### src/rtl/pad_rd_pkg.sv
package pad_rd_pkg;
   localparam int PORT_W = 7;
   localparam int BTN_W  = 8;

   typedef enum logic [1:0] {
      SEQ_IDLE = 2'd0,
      SEQ_LO   = 2'd1,
      SEQ_HI   = 2'd2
   } seq_st_t;

   // fold select-low and select-high captures into an active-high byte
   function automatic logic [BTN_W-1:0] fold_phases(
      input logic [PORT_W-1:0] lo_cap,
      input logic [PORT_W-1:0] hi_cap);
      logic [BTN_W-1:0] lo_part;
      logic [BTN_W-1:0] hi_part;
      lo_part = {lo_cap[5:4], 6'b000000};
      hi_part = {2'b00, hi_cap[5:0]};
      return ~(lo_part | hi_part);
   endfunction
endpackage

### src/rtl/pad_settle_timer.sv
module pad_settle_timer #(
   parameter int SETTLE = 2
) (
   input  logic clk,
   input  logic rst_n,
   input  logic clr,
   output logic hit
);
   localparam int CNT_W = $clog2(SETTLE) + 1;
   localparam logic [CNT_W-1:0] LAST = CNT_W'(SETTLE - 1);

   logic [CNT_W-1:0] cnt_q;

   always_ff @(posedge clk or negedge rst_n) begin
      if (!rst_n)   cnt_q <= '0;
      else if (clr) cnt_q <= '0;
      else          cnt_q <= cnt_q + 1'b1;
   end

   assign hit = (cnt_q == LAST);

   // counter never runs past the settle limit
   assert_cnt_bound_R2: assert property (@(posedge clk) disable iff (!rst_n)
      cnt_q <= LAST);
endmodule

### src/rtl/pad_state_track.sv
module pad_state_track
   import pad_rd_pkg::*;
(
   input  logic             clk,
   input  logic             rst_n,
   input  logic             load,
   input  logic [BTN_W-1:0] cur_in,
   output logic [BTN_W-1:0] held,
   output logic [BTN_W-1:0] fresh
);
   always_ff @(posedge clk or negedge rst_n) begin
      if (!rst_n) begin
         held  <= '0;
         fresh <= '0;
      end else if (load) begin
         fresh <= (held ^ cur_in) & cur_in;
         held  <= cur_in;
      end
   end

   // newly-pressed bits are always a subset of held bits
   assert_fresh_subset_R6: assert property (@(posedge clk) disable iff (!rst_n)
      (fresh & ~held) == '0);
   // outputs hold between loads
   assert_hold_R10: assert property (@(posedge clk) disable iff (!rst_n)
      !load |=> ($stable(held) && $stable(fresh)));
endmodule

### src/rtl/pad_pair_reader.sv
module pad_pair_reader
   import pad_rd_pkg::*;
#(
   parameter int SETTLE = 2
) (
   input  logic             clk,
   input  logic             rst_n,
   input  logic             poll_req,
   input  logic [PORT_W-1:0] pad0_pins,
   input  logic [PORT_W-1:0] pad1_pins,
   output logic             pad0_sel,
   output logic             pad1_sel,
   output logic [BTN_W-1:0] pad0_held,
   output logic [BTN_W-1:0] pad0_fresh,
   output logic [BTN_W-1:0] pad1_held,
   output logic [BTN_W-1:0] pad1_fresh,
   output logic             valid
);
   localparam int NUM_PADS = 2;
   localparam int IDX_W    = $clog2(NUM_PADS);
   localparam logic [IDX_W-1:0] LAST_IDX = IDX_W'(NUM_PADS - 1);

   if (SETTLE < 1) begin : g_bad_settle
      $error("SETTLE must be at least 1");
   end

   seq_st_t          st_q;
   logic [IDX_W-1:0] idx_q;
   logic [PORT_W-1:0] lo_cap_q;
   logic             hit;
   logic             tmr_clr;
   logic             valid_q;

   logic [PORT_W-1:0] pins_arr [NUM_PADS];
   logic [BTN_W-1:0]  held_arr [NUM_PADS];
   logic [BTN_W-1:0]  fresh_arr[NUM_PADS];
   logic [NUM_PADS-1:0] sel_vec;
   logic [NUM_PADS-1:0] load_vec;
   logic [BTN_W-1:0]  merged;

   assign pins_arr[0] = pad0_pins;
   assign pins_arr[1] = pad1_pins;

   assign tmr_clr = (st_q == SEQ_IDLE) || hit;

   pad_settle_timer #(.SETTLE(SETTLE)) u_timer (
      .clk  (clk),
      .rst_n(rst_n),
      .clr  (tmr_clr),
      .hit  (hit)
   );

   always_ff @(posedge clk or negedge rst_n) begin
      if (!rst_n) begin
         st_q     <= SEQ_IDLE;
         idx_q    <= '0;
         lo_cap_q <= '0;
         valid_q  <= 1'b0;
      end else begin
         valid_q <= 1'b0;
         case (st_q)
            SEQ_IDLE: if (poll_req) begin
               st_q  <= SEQ_LO;
               idx_q <= '0;
            end
            SEQ_LO: if (hit) begin
               lo_cap_q <= pins_arr[idx_q];
               st_q     <= SEQ_HI;
            end
            SEQ_HI: if (hit) begin
               if (idx_q == LAST_IDX) begin
                  st_q    <= SEQ_IDLE;
                  valid_q <= 1'b1;
               end else begin
                  idx_q <= idx_q + 1'b1;
                  st_q  <= SEQ_LO;
               end
            end
            default: st_q <= SEQ_IDLE;
         endcase
      end
   end

   assign merged = fold_phases(lo_cap_q, pins_arr[idx_q]);

   for (genvar i = 0; i < NUM_PADS; i++) begin : g_pad
      assign sel_vec[i]  = !((st_q == SEQ_LO) && (idx_q == IDX_W'(i)));
      assign load_vec[i] = (st_q == SEQ_HI) && hit && (idx_q == IDX_W'(i));
      pad_state_track u_track (
         .clk   (clk),
         .rst_n (rst_n),
         .load  (load_vec[i]),
         .cur_in(merged),
         .held  (held_arr[i]),
         .fresh (fresh_arr[i])
      );
   end

   assign pad0_sel   = sel_vec[0];
   assign pad1_sel   = sel_vec[1];
   assign pad0_held  = held_arr[0];
   assign pad0_fresh = fresh_arr[0];
   assign pad1_held  = held_arr[1];
   assign pad1_fresh = fresh_arr[1];
   assign valid      = valid_q;

   assert_one_sel_low_R2: assert property (@(posedge clk) disable iff (!rst_n)
      $countones(~sel_vec) <= 1);
   assert_valid_pulse_R8: assert property (@(posedge clk) disable iff (!rst_n)
      valid |=> !valid);
   assert_valid_idle_R2: assert property (@(posedge clk) disable iff (!rst_n)
      valid |-> (&sel_vec));
   assert_one_load_R9: assert property (@(posedge clk) disable iff (!rst_n)
      $onehot0(load_vec));
endmodule

### config.mk
export PLATFORM = sky130hd
export DESIGN_NAME = pad_pair_reader
export DESIGN_NICKNAME = d
export VERILOG_FILES = /design/src/rtl/pad_rd_pkg.sv /design/src/rtl/pad_settle_timer.sv /design/src/rtl/pad_state_track.sv /design/src/rtl/pad_pair_reader.sv
export SDC_FILE = /design/constraint.sdc
export NUM_CORES = 1
export LEC_CHECK = 0
export BUFFER_PORTS_ARGS = -buffer_cell sky130_fd_sc_hd__clkbuf_2
export CORE_MARGIN = 2
export CORE_UTILIZATION = 50
export DETAILED_ROUTE_END_ITERATION = 16
export GPL_ROUTABILITY_DRIVEN = 1
export PLACE_DENSITY = 0.86
export SYNTH_ARGS = -nofsm -noshare
export SYNTH_HDL_FRONTEND = slang
export SYNTH_SLANG_ARGS = --single-unit
### constraint.sdc
create_clock -name clk -period 3.1 [get_ports clk]
set_input_delay 0.62 -clock clk [delete_from_list [all_inputs] [get_ports clk]]
set_output_delay 0.62 -clock clk [all_outputs]
set_load 0.01 [all_outputs]
==> reports/summary.md, run 1 <==
Power spread over the standard cell area amounts to 997 nW/um^2. The count of buffers added by post-CTS timing repair for setup came out at 0. The detailed-router iteration count before antenna repair was 4; the per-cell routed wire length was 12.1 um.

The min-delay analysis places its worst path in the category in -> async. Antenna violation net count after detailed routing: 0. With fillers left out, the area of the finished cells amounts to 1970 um^2.

The dominant register cell in the synthesized netlist was dfrtp_1. Sequential elements use 60.7% of the synthesized area. In this run the biggest area consumer among cell types represents 60.7% of the synthesized area. For the post-synthesis instance area, the log shows 1650 um^2. Static timing analysis puts the maximum clock frequency at 535 MHz.

The number of remaining DRC errors is 0, and the final critical delay including setup and external delays is 1870 ps. The longest individual stage delay on the worst path was 520 ps; the max capacitance violation total was 0. The kind of cell with the highest combined delay along the critical path is flip-flops.

Data on the critical path is required at its endpoint by 2480 ps. After legalization and detailed placement, the total HPWL measured 2140 um. The number of input and output port buffers inserted came out at 49. The worst setup path is captured at a primary output. The global-route wire length before repair was 4310 um; the count of filler cells inserted in the layout was 266. The netlist uses 20 different library cells. The run finished with clean final reports.

The logs give 2850 um for the wire length after detailed routing and 1250 ps for the data arrival time of the critical path. After synthesis, the most frequently instantiated cells are dfrtp_1, nand2_1, o21ai_0. Post-synthesis area per instance: 11.5 um^2. The tools report the largest net degree at the start of global routing as 41. The logs give 330 ps for the later-pin clock latency in the skew report and 0 for the number of failing setup endpoints in the final timing report. VDD sags by at most 439 uV. Number of resized instances in the post-cts repair step: 0. The detailed router placed 1,171 vias in this run.

The most common cell in the synthesized netlist is dfrtp_1. The share of the clock period used by the worst path came out at 60.3%. For the yosys synthesis warning count, the log shows 0. Walking the worst path, the cells encountered are nor2b_4 > nand2_1 > clkbuf_2.

Once the floorplan was initialized, standard cells occupied 53.1% of the core. For the number of antenna violations at the first check in global routing, the log shows 0. Measured along the x axis, the die boundary spans 61.4 um. Yosys attributes the largest share of cell area to dfrtp_1, nand2_1, o31ai_1. After clock tree synthesis, the clock-pin slew on the worst setup and hold paths is 110 ps. In the routed layout, each cell is associated on average with a via count of 4.96. Total inserted antenna cells: 0.

The run gives 0 as the final-report hold violation count. The tree is rooted in a clkbuf_4. The global routing usage summed across all routing layers is 16.0%. Hold is met by 406 ps. For this run, the post-layout net count is 210.

The worst slew slack as a fraction of its limit came out at 38.1%. Maximum clock insertion buffer count: 2. The flop and latch count out of synthesis was 40; the post-route clock skew was 9.49 ps. Measured along the y axis, the die boundary spans 61.4 um.

The number of clock sinks seen by CTS was 40. Master of the slowest instance on the critical path: dfrtp_1. Compared with the post-synthesis result, the final layout area differs by 19.3%. The die covers 3770 um^2. The number of top-level pins is 52. In this run, synthesis inferred 0 flip-flops with an integrated enable. For the remaining global-route overflow, the log shows 0. The congestion estimate from routability-driven global placement came to 0.762.

The worst setup path is of the reg -> out kind. Element type at the critical path start: a register. Number of hold-repair buffers added at the cts stage: 0.

In this run the worst path has a maximum fanout of 9. The tools report the instance area at placement as 1890 um^2. The aggregate negative setup slack was 0 ps. The async set-or-reset flop fraction in the synthesized netlist was 100%; the first-iteration detailed-routing DRC count was 29.

After floorplanning, the core was sized to cover 3100 um^2. The floorplan has 20 rows. TritonCTS built the clock tree. Count of buffer and inverter cells on the critical path: 1.

The cell count after synthesis came out at 143. Synthesis produced a netlist with a net count of 162. Number of buffers added by the clock tree synthesis step: 5. The final count of pins violating max slew is 0. The analysis attributes to cell leakage a power of 0.00102 uW.

Setup repair after global routing left no endpoint under its margin. The H-tree generated during clock tree synthesis spans 2 levels. The fraction of layout instances using a drive strength above 1 came out at 37.0%.

For the pin with the worst max-slew slack, the measured transition is 929 ps. Summed over all instances, the cell type with the most area after synthesis is dfrtp_1. The via count of the first global-routing pass came out at 1,046.
## worst reg2reg max path, delay by kind of cell, from the launching register on
kind                       cells  cell delay (ps)
DFF                            1              380
and+or+nand+nor                1              360
AOI/OAI and AO/OA              1              360
adders and majority gates      1              240
buffers and inverters          1               80
## report_power, final
part / total [uW] / switching (uW) / internal, uW
combinational: 687 / 364 / 322
sequential: 951 / 197 / 754
clock: 324 / 155 / 169
total: 1960 / 717 / 1250
## cell type report
class	instances	area, um^2	area share (%)
sequential	40	1000	50.9
multi-input combinational	91	572	29.1
timing repair buffer	50	253	12.8
tap	44	55.1	2.80
clock buffer	6	41.3	2.10
clock inverter	2	35.0	1.78
inverter	3	11.3	0.572
## layout by cell type (no fill, tap or decap), drive strengths merged, types with 2 or more instances in the layout
master / instances
dfrtp: 40
nor2: 3
clkbuf: 55
nand2: 36
o21ai: 20
mux2: 6
ha: 2
inv: 3
o31ai: 16
nor2b: 2
nand2b: 2
## kinds of logic (layout without fill, tap and decap cells)
family | count (synthesis) | after routing | share of synthesized area (%)
AND/OR/NAND/NOR | 46 | 46 | 13.4
flip-flops | 40 | 40 | 60.7
AO/OA/AOI/OAI | 37 | 37 | 15.6
buffers and inverters | 12 | 61 | 4.63
multiplexers | 6 | 6 | 4.10
adder cells (fa/ha/maj) | 2 | 2 | 1.52
## state kept, by name, indices dropped and copies added, names as in the netlist
register and cells:
lo_cap_q 2, idx_q 1, st_q 2, g_pad.u_track.held 16
u_timer.cnt_q 2, g_pad.u_track.fresh 16, valid 1
## metrics by stage
stage	setup WS, ps	cells	total power, uW	utilization [%]
finish	1230	236	1960	63.4
floorplan	1760	143	1370	-
detailed placement	1580	228	1660	61.0
CTS	1220	236	1990	63.4
global placement	1630	228	1620	61.0
global route	1140	236	2100	63.4
## path summary, 6_finish.rpt
check	startpoint	endpoint	slack (ps)	cells past startpoint
max in group asynchronous	rst_n	g_pad[1].u_track.held[6]	2120	1
hold / removal	rst_n	g_pad[1].u_track.fresh[4]	410	1
setup reg to reg	u_timer.cnt_q[1]	g_pad[1].u_track.fresh[0]	1580	4
setup / recovery	st_q[1]	pad1_sel	1230	3
min in group clk	u_timer.cnt_q[0]	u_timer.cnt_q[0]	470	1
hold reg to reg	u_timer.cnt_q[0]	u_timer.cnt_q[0]	470	1
## routing by layer
layer | track usage [%] | share of wire (%) | up-vias
li1 | - | - | 588
met3 | 4.41 | 4.5 | 5
met2 | 27.7 | 53 | 28
met4 | 8.21 | 1.7 | 0
met1 | 18.0 | 40 | 550
met5 | 0 | 0 | -
No activity file was read; power rests on OpenSTA's default activity.
==> inputs of run 2 (changes only) <==
--- a/config.mk
+++ b/config.mk
@@ -7,10 +7,10 @@
 export LEC_CHECK = 0
 export BUFFER_PORTS_ARGS = -buffer_cell sky130_fd_sc_hd__clkbuf_2
 export CORE_MARGIN = 2
-export CORE_UTILIZATION = 50
+export CORE_UTILIZATION = 45
 export DETAILED_ROUTE_END_ITERATION = 16
 export GPL_ROUTABILITY_DRIVEN = 1
-export PLACE_DENSITY = 0.86
+export PLACE_DENSITY = 0.83
 export SYNTH_ARGS = -nofsm -noshare
 export SYNTH_HDL_FRONTEND = slang
 export SYNTH_SLANG_ARGS = --single-unit
==> constraint.sdc (replaced) <==
create_clock -name clk -period 1.7 [get_ports clk]
set_input_delay 0.34 -clock clk [delete_from_list [all_inputs] [get_ports clk]]
set_output_delay 0.34 -clock clk [all_outputs]
set_load 0.01 [all_outputs]
==> reports/summary.md, run 2 (synthesis gave the netlist of run 1 again) <==
The run finished with clean final reports. The total instance count after detailed placement is 233. Actual transition at the worst max-transition pin: 485 ps.

The data required time of the critical path came out at 1360 ps. The leading cell type in the layout, fill and taps excluded was clkbuf_2. Buffers placed on the I/O ports in this run total 49. 52 I/O pins were placed. Detail-routed via count per cell: 4.83. The run gives 621 MHz as the highest clock frequency the design can meet.

The first global-routing pass estimated 5350 um of wire. The finished layout holds 240 standard cells, fillers aside. The maximum clock insertion buffer count is 2. After detailed routing, the wire length on met1 is 1360 um. After global routing the overflow that remains totals 0. The highest metal layer carrying signal wires in the routed design is met4. Setup violations remaining at the end of the flow were counted as 0. In the final layout, the share of cells above drive strength 1 is 39.2%. The clock reaches the later pin of the worst-skew pair after 350 ps.

The sequential cell area is 1000 um^2. In the final layout, the registers with the most flip-flops are g_pad.u_track.fresh (16), g_pad.u_track.held (16). The final layout net count is 213. The critical path goes through nor2b_4 > nand2_1 > clkbuf_2. Entering global routing, the biggest net connects 41 pins. On the worst path, the slowest cell contributes a delay of 530 ps. The tools report the count of buffers added by post-CTS timing repair for setup as 0.

For the worst setup path, the data arrival time is 1270 ps. Summing all multi-input logic gate instances after layout gives 582 um^2. The design draws 3490 uW.

The final count of pins violating max slew was 0; the routed via count was 1,158. Post-route clock skew: 17.0 ps. Category of the most critical setup path: reg -> out.

In this run, the number of DRC markers left after iteration 0 of detailed routing was 90. The routed design uses 184 um of met3 wire. In this run the number of H-tree levels came out at 2. The die span in y is 64.5 um, and the share of the clock period used by the worst path is 94.7%. The tools report the worst hold slack after final layout as 13.5 ps.

Summed over all cells, the static leakage comes to 0.00103 uW. The run gives 0.745 as the final weighted congestion in routability-driven placement. STA classifies the critical path startpoint as a register.

The clock input transition at the sequential cells of the worst setup and hold paths is 120 ps. The antenna violation net count after detailed routing is 0, and the effective utilization at floorplan is 48.3%. Number of antenna violations at the first check in global routing: 0. The wire length after detailed routing was 3090 um; the count of filler cells inserted in the layout was 320. The repair_antennas step left the layout with diodes totalling 0. Measured against its own limit, the worst slew margin works out to 67.7%. The detailed-routed wire length on met2 was 1530 um.

In the final routed layout, each cell accounts on average for 12.9 um. The number of remaining DRC errors is 0. The aggregate negative setup slack is 0 ps.

The floorplan has 21 rows. In this run the horizontal extent of the chip is 64.5 um. The final critical delay including setup and external delays is 1610 ps, and the via count of the first global-routing pass is 1,159. The clock drives 40 sinks. The run gives 0 as the max capacitance violation total.

The largest individual stage delay along the critical path comes from the cell dfrtp_1. The library cells used most frequently in the layout, excluding fill and tap cells, are clkbuf_2, dfrtp_1, nand2_1. TritonCTS created 5 clock buffers. Of all nets on the critical path, the largest fanout is 9. The area overhead of the layout relative to synthesis was 20.6%. The power density of the placed cells works out to 1750 nW/um^2. The classification of the worst-slack hold path is in -> async. For the final-report hold violation count, the log shows 0.

The tools report the global routing usage summed across all routing layers as 17.4%. IR analysis of the VDD net gives a maximum drop of 764 uV. The floorplan step defined a die boundary enclosing 4160 um^2. After floorplanning, the core was sized to cover 3420 um^2. The endpoint type of the worst setup path is a primary output. For this run, the detailed router's first-pass iteration total came to 4. The half-perimeter wire length after detailed placement is 2260 um.

The tree is rooted in a clkbuf_4. TritonCTS built the clock tree.
## run 2: repair_timing
action | in CTS | in global routing
resized for setup | 0 | 2
hold buffers | 0 | 0
setup endpoints to repair | 0 | 2
## run 2: worst max-delay path: cells and delay by family (launching register included)
kind	cells	cell delay, ps
simple gates	2	260
buf+inv	1	140
flops	1	530
## run 2: power breakdown
group	total [uW]	switching [uW]	internal [uW]
Combinational	1310	694	615
Clock	456	305	151
Sequential	1720	351	1370
Total	3490	1350	2140
## run 2: area by class of cell
type | count | share of cell area [%]
sequential | 40 | 50.3
multi-input combinational | 91 | 29.2
clock inverter | 2 | 0.629
clock buffer | 5 | 1.89
tap | 46 | 2.89
timing repair buffer | 53 | 14.5
inverter | 3 | 0.566
## run 2: metal layers
metal	GRT usage (%)	up-vias
met5	0	-
met4	6.38	0
met3	7.29	2
met2	27.7	33
met1	21.2	532
li1	-	591
## run 2: worst paths after layout
| kind | cells after the start | slack (ps) | startpoint | to |
|---|---|---|---|---|
| min in group clk | 2 | 170 | pad1_pins[1] | g_pad[1].u_track.fresh[1] |
| setup / recovery | 3 | 90 | st_q[1] | pad1_sel |
| max in group asynchronous | 2 | 1330 | rst_n | u_timer.cnt_q[0] |
| setup reg to reg | 4 | 180 | u_timer.cnt_q[1] | g_pad[1].u_track.fresh[0] |
| hold / removal | 2 | 10 | rst_n | g_pad[0].u_track.held[6] |
| hold reg to reg | 1 | 480 | u_timer.cnt_q[0] | u_timer.cnt_q[0] |
## run 2: per-stage QoR
stage / utilization, % / area [um^2] / setup slack, ps
after floorplan: - / 1650 / 420
after global placement: 56.5 / 1930 / 239
after detailed placement: 56.5 / 1930 / 170
after CTS: 57.9 / 1980 / 80.9
after global routing: 58.2 / 1990 / -6.72
final: 58.2 / 1990 / 89.8
==> inputs of run 3 (changes only) <==
--- a/config.mk
+++ b/config.mk
@@ -7,10 +7,10 @@
 export LEC_CHECK = 0
 export BUFFER_PORTS_ARGS = -buffer_cell sky130_fd_sc_hd__clkbuf_2
 export CORE_MARGIN = 2
-export CORE_UTILIZATION = 45
+export CORE_UTILIZATION = 50
 export DETAILED_ROUTE_END_ITERATION = 16
 export GPL_ROUTABILITY_DRIVEN = 1
-export PLACE_DENSITY = 0.83
+export PLACE_DENSITY = 0.86
 export SYNTH_ARGS = -nofsm -noshare
 export SYNTH_HDL_FRONTEND = slang
 export SYNTH_SLANG_ARGS = --single-unit
==> constraint.sdc (replaced) <==
create_clock -name clk -period 1.9 [get_ports clk]
set_input_delay 0.38 -clock clk [delete_from_list [all_inputs] [get_ports clk]]
set_output_delay 0.38 -clock clk [all_outputs]
set_load 0.01 [all_outputs]
==> reports/summary.md, run 3 (synthesis gave the netlist of run 1 again) <==
From left edge to right edge, the die measures 61.4 um. Static timing analysis puts the maximum clock frequency at 609 MHz. The worst hold path belongs to the class in -> reg. The final-report hold violation count is 0, and the number of antenna violations at the first check in global routing is 0. Setup repair after global routing left no endpoint under its margin. For this run, the post-layout net count is 213. Relative contribution of the clock network to total power: 14.5%. Excluding fillers, the count of instances in the completed layout stands at 238.

The number of hold-repair buffers added at the cts stage was 1; the effective utilization at floorplan was 53.1%. In this run the core area contains 20 standard-cell rows. The worst setup path endpoint is pad1_sel. The run gives 17.8% as the global routing usage summed across all routing layers. Among all stages on the critical path, the largest delay is contributed by dfrtp_1. The logs give 0.00103 uW for the leakage power summed over all cells and 230 ps for the worst hold slack after final layout. Measured in cells, the most critical reg-to-reg path has a length of 4. The final critical delay including setup and external delays came out at 1640 ps. The startpoint identified for the worst hold timing path is pad1_pins[0].

The logs give 836 uV for the worst-case vdd ir drop and 73.0% for the worst slew slack as a fraction of its limit. The flow ran to the end, and the final reports show no timing, DRC or antenna violations. The post-route netlist has 37.6% of its cells at a drive strength greater than 1. Dividing total power by cell area gives a power density of 1590 nW/um^2. The area enclosed by the die boundary was 3770 um^2; the clock input transition at the sequential cells of the worst setup and hold paths was 110 ps. Data on the critical path is required at its endpoint by 1520 ps.

Cell internal power was estimated by the tool at 1970 uW. The number of stages on the worst setup path came out at 3. The share of the clock period used by the worst path was 86.4%.

After detailed routing, the number of remaining DRC violations is 0. For this block, the via count after detailed routing is 1,218. For the net switching power figure, the log shows 1180 uW. The aggregate negative setup slack is 0 ps.

In the final layout, the registers with the most flip-flops are g_pad.u_track.fresh (16), g_pad.u_track.held (16). The endpoint type of the worst setup path is a primary output. The final core utilization was 63.9%; the wire length after detailed routing was 3090 um. The most critical setup path has its startpoint at st_q[1].

For the pin with the worst max-slew slack, the measured transition is 405 ps. The detail-routed via count per cell was 5.12; the number of input and output port buffers inserted was 49. For the worst-skew pair, the clock arrives at the later sink with an insertion delay of 330 ps. The part of the power in combinational logic is 36.0%.

Leaving out fill and tap cells, the most frequent cell in the layout is clkbuf_2. STA classifies the critical path startpoint as a register. The signal on the critical path passes through nor2b_4 > nand2_1 > clkbuf_2. The largest single stage delay on the critical path is 530 ps. The count of filler cells inserted in the layout was 265.

The cell chosen for the clock root is clkbuf_4. In the layout the commonest cells are clkbuf_2, dfrtp_1, nand2_1. TritonCTS built the clock tree. The run gives 0.789 as the final weighted congestion in routability-driven placement. The first global-routing pass estimated 4730 um of wire.

In this run the critical register-to-register path is launched from u_timer.cnt_q[1]. The area overhead of the layout relative to synthesis came out at 20.2%. Setup slack on the worst reg-to-reg path comes out at 370 ps. Counting the buffers created by CTS gives 5. The clock passes through at most 2 buffers.

CTS built an H-tree with a depth of 2. The cell family contributing the most delay on the critical path is flip-flops. After detailed routing, the average wire length per cell comes to 13.0 um. Count of buffer and inverter cells on the critical path: 1. 52 I/O pins were placed.

Before antenna repair, the detailed router went through 4 iterations. Data on the critical path arrives at its endpoint at 1260 ps. Of all nets on the critical path, the largest fanout is 9.

Once placement completed, the tool counted placed cells totaling 230. In this run the post-CTS setup repair buffer count came out at 0. The via count of the first global-routing pass is 1,089, and the number of resized instances in the post-cts repair step is 0. Detailed placement finished with a half-perimeter wire length of 2350 um. The post-route clock skew is 12.5 ps, and the number of clock sinks seen by CTS is 40. The remaining global-route overflow was 0; the max capacitance violation total was 0. For the first-iteration detailed-routing DRC count, the log shows 48. The switching share of total power was 37.5%.

The run gives 0 as the total inserted antenna cells. Die span in y: 61.4 um. Setup violations remaining at the end of the flow were counted as 0. In this run, flip-flops and latches consume 49.5% of the power. The critical path in this run is classified as reg -> out.

The region available for standard cell placement spans 3100 um^2. The tools report the antenna violation net count after detailed routing as 0. Entering global routing, the biggest net connects 34 pins. The final count of pins violating max slew is 0. The tools report the endpoint of the most critical register-to-register path as g_pad[1].u_track.fresh[1].
==> run 3: per-layer routing <==
metal	share of wire (%)	wire (um)	global-route usage, %	vias to the layer above
li1	-	-	-	592
met1	39	1200	19.8	586
met2	55	1690	31.0	30
met3	4.1	128	5.04	10
met4	2.4	74	9.42	0
met5	0	0	0	-
==> run 3: worst min-delay path by stage <==
stage,endpoint,cells past startpoint
6_report,g_pad[1].u_track.fresh[0],2
5_1_grt,g_pad[1].u_track.fresh[0],2
4_1_cts,g_pad[0].u_track.fresh[1],2
3_5_place_dp,g_pad[1].u_track.held[2],1
3_3_place_gp,g_pad[1].u_track.held[2],1
2_1_floorplan,g_pad[0].u_track.fresh[0],0
==> run 3: layout make-up <==
type	count	area, um^2	share of cell area [%]
well taps	44	55.1	2.78
inverters	3	11.3	0.568
multi-input cells	91	572	28.9
repair buffers	53	278	14.0
clock buffers	7	65.1	3.28
flip-flops and latches	40	1000	50.5
==> run 3: power groups by stage <==
stage / Clock (uW) / Combinational [uW] / Sequential (uW)
after floorplan: 0 / 576 / 1650
after global placement: 0 / 1100 / 1540
after detailed placement: 0 / 1160 / 1580
after CTS: 469 / 1160 / 1570
after global routing: 501 / 1270 / 1620
final: 456 / 1130 / 1560
==> run 3: metrics by stage <==
stage	power [uW]	cell area, um^2	worst slack, ps
after floorplan	2230	1650	620
after global placement	2650	1910	482
after detailed placement	2740	1910	388
after CTS	3200	1980	240
after global routing	3390	1980	190
final	3150	1980	259
